$ cat src/rtl/reloc_pkg.sv
package reloc_pkg;
  typedef enum logic {
    SEL_BASE  = 1'b0,
    SEL_LIMIT = 1'b1
  } cfg_sel_e;
endpackage

$ cat src/rtl/reloc_regs.sv
module reloc_regs #(
  parameter int AW = 18
) (
  input  logic          clk,
  input  logic          rst,
  input  logic          priv,
  input  logic          cfg_we,
  input  logic          cfg_sel,
  input  logic [AW-1:0] cfg_data,
  output logic [AW-1:0] base_q,
  output logic [AW-1:0] limit_q,
  output logic          viol_q
);
  import reloc_pkg::*;

  logic     sup_wr;
  cfg_sel_e sel;

  assign sup_wr = cfg_we && priv;
  assign sel    = cfg_sel_e'(cfg_sel);

  always_ff @(posedge clk) begin
    if (rst) begin
      base_q  <= '0;
      limit_q <= '0;
      viol_q  <= 1'b0;
    end else begin
      viol_q <= cfg_we && !priv;
      if (sup_wr && sel == SEL_BASE)  base_q  <= cfg_data;
      if (sup_wr && sel == SEL_LIMIT) limit_q <= cfg_data;
    end
  end

  AST_USER_CFG_DROPPED: assert property (@(posedge clk) disable iff (rst)
    (cfg_we && !priv) |=> ($stable(base_q) && $stable(limit_q) && viol_q));
  AST_SUP_CFG_LOADS: assert property (@(posedge clk) disable iff (rst)
    (cfg_we && priv && cfg_sel) |=> (limit_q == $past(cfg_data)));
endmodule

$ cat src/rtl/reloc_check.sv
module reloc_check #(
  parameter int AW = 18
) (
  input  logic          req_valid,
  input  logic [AW-1:0] req_addr,
  input  logic [AW-1:0] base,
  input  logic [AW-1:0] limit,
  output logic          legal,
  output logic          fault,
  output logic [AW-1:0] phys
);
  localparam int SW = AW + 1;

  logic [SW-1:0] sum;
  logic          in_range;
  logic          no_carry;

  always_comb begin
    sum      = {1'b0, base} + {1'b0, req_addr};
    in_range = req_addr < limit;
    no_carry = !sum[SW-1];
    legal    = req_valid && in_range && no_carry;
    fault    = req_valid && !(in_range && no_carry);
    phys     = legal ? sum[AW-1:0] : '0;
  end
endmodule

$ cat src/rtl/reloc_fault.sv
module reloc_fault (
  input  logic clk,
  input  logic rst,
  input  logic set,
  input  logic clr,
  input  logic priv,
  output logic sticky_q
);
  always_ff @(posedge clk) begin
    if (rst)               sticky_q <= 1'b0;
    else if (set)          sticky_q <= 1'b1;
    else if (clr && priv)  sticky_q <= 1'b0;
  end

  AST_SET_BEATS_CLEAR: assert property (@(posedge clk) disable iff (rst)
    set |=> sticky_q);
  AST_STICKY_HOLDS: assert property (@(posedge clk) disable iff (rst)
    (sticky_q && !(clr && priv)) |=> sticky_q);
endmodule

$ cat src/rtl/addr_reloc.sv
module addr_reloc #(
  parameter int AW = 18
) (
  input  logic          clk,
  input  logic          rst,
  input  logic          req_valid,
  input  logic          req_write,
  input  logic [AW-1:0] req_addr,
  input  logic          priv,
  input  logic          cfg_we,
  input  logic          cfg_sel,
  input  logic [AW-1:0] cfg_data,
  input  logic          fault_clr,
  output logic [AW-1:0] phys_addr,
  output logic          phys_valid,
  output logic          phys_write,
  output logic          acc_fault,
  output logic          fault_sticky,
  output logic          priv_viol
);
  logic [AW-1:0] base_q, limit_q, phys_c;
  logic          legal_c, fault_c;

  reloc_regs #(.AW(AW)) u_regs (
    .clk(clk), .rst(rst), .priv(priv), .cfg_we(cfg_we), .cfg_sel(cfg_sel),
    .cfg_data(cfg_data), .base_q(base_q), .limit_q(limit_q), .viol_q(priv_viol)
  );

  reloc_check #(.AW(AW)) u_check (
    .req_valid(req_valid), .req_addr(req_addr), .base(base_q), .limit(limit_q),
    .legal(legal_c), .fault(fault_c), .phys(phys_c)
  );

  reloc_fault u_fault (
    .clk(clk), .rst(rst), .set(fault_c), .clr(fault_clr), .priv(priv),
    .sticky_q(fault_sticky)
  );

  always_ff @(posedge clk) begin
    if (rst) begin
      phys_addr  <= '0;
      phys_valid <= 1'b0;
      phys_write <= 1'b0;
      acc_fault  <= 1'b0;
    end else begin
      phys_addr  <= phys_c;
      phys_valid <= legal_c;
      phys_write <= legal_c && req_write;
      acc_fault  <= fault_c;
    end
  end

  AST_IDLE_QUIET: assert property (@(posedge clk) disable iff (rst)
    !req_valid |=> (!phys_valid && !acc_fault));
  AST_ZERO_LIMIT: assert property (@(posedge clk) disable iff (rst)
    (req_valid && limit_q == '0) |=> (acc_fault && !phys_valid));
  AST_BLOCKED_NO_ADDR: assert property (@(posedge clk) disable iff (rst)
    acc_fault |-> (phys_addr == '0 && !phys_write));
  AST_OUT_OF_RANGE: assert property (@(posedge clk) disable iff (rst)
    (req_valid && req_addr >= limit_q) |=> acc_fault);
  AST_FAULT_STICKS: assert property (@(posedge clk) disable iff (rst)
    acc_fault |-> fault_sticky);
endmodule

$ cat config.mk
export PLATFORM = sky130hd
export DESIGN_NAME = addr_reloc
export DESIGN_NICKNAME = d
export VERILOG_FILES = /design/src/rtl/reloc_pkg.sv /design/src/rtl/reloc_regs.sv /design/src/rtl/reloc_check.sv /design/src/rtl/reloc_fault.sv /design/src/rtl/addr_reloc.sv
export SDC_FILE = /design/constraint.sdc
export NUM_CORES = 1
export LEC_CHECK = 0
export ABC_AREA = 0
export BUFFER_PORTS_ARGS = -buffer_cell sky130_fd_sc_hd__buf_2
export CAP_MARGIN = 20
export CORE_ASPECT_RATIO = 1.4
export CORE_MARGIN = 3
export CORE_UTILIZATION = 49
export CTS_CLUSTER_SIZE = 40
export DETAILED_ROUTE_END_ITERATION = 8
export MAX_ROUTING_LAYER = met4
export PLACE_DENSITY = 0.76
export SYNTH_ARGS = -nofsm -noshare
export SYNTH_HDL_FRONTEND = slang
export SYNTH_SLANG_ARGS = --single-unit
$ cat constraint.sdc
create_clock -name clk -period 2.1 [get_ports clk]
set_input_delay 0.105 -clock clk [delete_from_list [all_inputs] [get_ports clk]]
set_output_delay 0.105 -clock clk [all_outputs]
set_load 0.01 [all_outputs]
==> flow_summary.yaml <==
setup_path:
  slowest_delay_ps: 350
  regToRegStartpoint: "u_regs.base_q[0]"
  critical_path.cell_chain: "ha_4, fa_2, a211oi_2, o21ai_2, o2111ai_2, buf_4, a21oi_2, or3_4, a21oi_2"
  worstPathArrival_ps: 2400
  cp_slowest_cell: "fa_2"
  crit_path_launch_type: "flop"
  maximum_fanout_encountered_on_the_critical_timing_path: 2
  crit_path_start: "u_regs.base_q[0]"
  cp-end-kind: "flop"
  critPathMostFrequentCell: "a21oi_2"
  cp_data_required_time_ps: 2370
  timing_worst_setup_path_type: "flop to flop"
cells_and_area:
  final_layout_size_suffix_gt1_share_pct: 29.4
  flow.area_growth_from_synthesis_pct: 30.9
  layout.cells.most_common_list: "nand2_1 (86), buf_2 (66), a21oi_1 (52), dfxtp_1 (52), ha_1 (28)"
  final_net_count: 545
  antenna_cells: 0
  most_common_cell_after_layout_fill_and_taps_aside: "nand2_1"
  postLayoutCellArea_um2: 4040
global_route:
  grt.total_usage_pct: 22.1
  initial_antenna_violation_count: 0
  first_global_vias: 2779
  overflow: 0
  grt_first_pass_wirelength_mm: 12.2
  grt_max_degree: 40
die:
  top_level_ports: 67
  fp-row-count: 33
  die-height_um: 99.9
  die_width_um: 73.0
  initial_utilization_pct: 51.5
  core-area_um2: 5990
  fp.dieArea_um2: 7290
timing:
  layout_worst_path_cycle_share_pct: 102
  final_hold_vios: 0
  post-route-min-period_ps: 2130
  setup_repair_after_global_routing_missed_its_margin: "true"
  clock-skew-final_ps: 12.3
  final-max-slew-violation-count: 0
  worst_slew_margin_rel_pct: 51.7
  final_critical_path_setup_slack_ps: -33.8
  setup_viol_count_final: 1
  max_clock_freq_ghz: 0.469
  max_slew.worst_pin.slew_ps: 723
logic_synthesis:
  synth_warnings: 0
  postSynthCellCount: 380
  synth.lib_cells_used.distinct: 35
  synth.avg_cell_area_um2: 8.11
  dominantRegCellSynth: "dfxtp_1"
  yosysSeqAreaShare_pct: 38.3
  yosys.area_share.adder_pct: 14.9
  synth_mux_area_share_pct: 0
  synth-async-reset-ratio_pct: 0
  number_of_enable_flip_flop_cells_after_synthesis: 0
  synth_top_family_by_area: "compound AO/OA/AOI/OAI gates"
  synth_nets: 460
  synth_simple_gate_area_share_pct: 19.2
  synth-xor-area-share_pct: 3.69
  syn_area_um2: 3080
  synth-seq-cells: 59
  synth-compound-area-share_pct: 19.7
detailed_routing:
  detailedRoute.firstPassIterationCount: 4
  detailedRoute.firstIterationViolations: 167
  via_per_inst: 5.31
  vias: 2870
  drc: 0
  wl_per_cell_um: 14.2
  totalWireLength_mm: 7.65
  antenna_left: 0
status:
  violations: "negative setup slack"
  run_status: "finished with violations"
placed_design:
  post-dp-hpwl_mm: 5.52
  gpl.final_weighted_congestion: 0.890
  placed_area_um2: 3580
  io_buffer_count: 66
job:
  max_cap_violations: 0
clock_tree:
  tritoncts: "built"
  cts_max_level: 3
  clock-sinks: 59
  insertion_delay_ps: 340
  total_clock_buffers_created_by_cts: 9
  worst_setup_hold_path_clk_slew_ps: 70
  cts_root_buf: "clkbuf_8"
  clock_tree.buffer_depth: 2
power_and_ir_drop:
  report.power.total_uw: 2800
  ir_worst_vdd_mv: 0.407
  power.leakage_uw: 0.00178
  power.density_nw_per_um2: 693
hold_path:
  hold_path.startpoint: "cfg_data[17]"
  worst_hold_path_type: "input pin to flop"
-- where the power goes --
group | internal [uW] | leakage (uW) | switching, uW
logic | 201 | 0.00119 | 244
clock network | 731 | 0.000113 | 442
registers | 1160 | 0.000483 | 17.7
total | 2090 | 0.00178 | 705
-- Yosys cell counts (2+ instances only) --
master,number,share of area [%]
o21ai_0,8,1.3
xnor2_1,9,2.6
a21o_1,12,2.9
o211ai_1,5,1.2
nand3_1,7,1.1
a31oi_1,6,1.2
nand4_1,3,0.61
and3_1,2,0.41
inv_1,22,2.7
o21a_1,2,0.49
a21oi_1,59,9.6
nand2_1,86,10
xor2_1,4,1.1
nor3_1,6,0.97
o2111ai_1,2,0.57
clkbuf_1,9,1.1
a211oi_1,2,0.49
nand2b_1,2,0.41
ha_1,35,14
or2_2,2,0.41
nor2_1,25,3.0
dfxtp_1,59,38
-- worst max-delay path: cells and delay by family (launching register included) --
kind	cells	cell delay, ps
AOI/OAI and AO/OA	5	710
adders and majority gates	2	510
buffers and inverters	1	160
DFF	1	340
and+or+nand+nor	1	330
-- path summary, 6_finish.rpt --
| check | end | slack, ps | depth (start not counted) |
|---|---|---|---|
| worst min register to register | u_regs.limit_q[17] | 450 | 2 |
| worst min-delay path | u_regs.limit_q[17] | 6 | 3 |
| worst max register to register | phys_addr[16] | -30 | 9 |
| worst max-delay path | phys_addr[16] | -30 | 9 |
-- sequential cells by signal (all words and copies together) (netlist names) --
signal,flops
u_regs.viol_q,1
acc_fault,1
phys_addr,18
u_regs.base_q,18
phys_write,1
u_regs.limit_q,18
u_fault.sticky_q,1
phys_valid,1
-- final cells by class --
| cell class | instances | area [um2] |
|---|---|---|
| timing repair buffer | 85 | 489 |
| multi-input combinational | 288 | 1960 |
| inverter | 22 | 82.6 |
| fill | 477 | 1950 |
| clock inverter | 4 | 72.6 |
| tap | 70 | 87.6 |
| clock buffer | 12 | 155 |
| sequential | 59 | 1190 |
-- per-stage QoR --
step                      cells  setup slack (ps)  utilization (%)  hold WS (ps)  TNS (ps)
after global routing        540              -119             67.4          11.6      -987
after CTS                   542             -6.91             65.4          6.50     -6.91
final                       540             -33.8             67.4          5.55     -33.8
after floorplan             380             -3.42                -           181     -3.42
after detailed placement    517             -69.6             59.8           324      -872
after global placement      517             -19.8             59.8           322      -156
-- kinds of logic (layout without fill, tap and decap cells) --
group | after synthesis | in the layout
flops | 59 | 59
compound gates | 101 | 101
fa+ha+maj | 36 | 36
buf+inv | 33 | 123
simple gates | 138 | 138
xor+xnor | 13 | 13
-- routing by layer --
layer / GRT usage (%) / part of all wire, % / vias up
met5: - / 0 / -
met4: 9.80 / 2.0 / 0
met3: 3.51 / 3.6 / 12
met2: 36.4 / 52 / 72
met1: 26.3 / 42 / 1309
li1: - / - / 1477
-- repair_timing --
| action | 4_1_cts | 5_1_grt |
|---|---|---|
| gates cloned | 1 | 0 |
| endpoints found under the setup margin | 20 | 22 |
| pin swaps | 7 | 15 |
| endpoints found under the hold margin | 2 | 0 |
| hold buffers | 2 | 0 |
| gates resized for setup | 5 | 35 |
| setup buffers | 6 | 2 |
(Power assumes the default switching activity.)
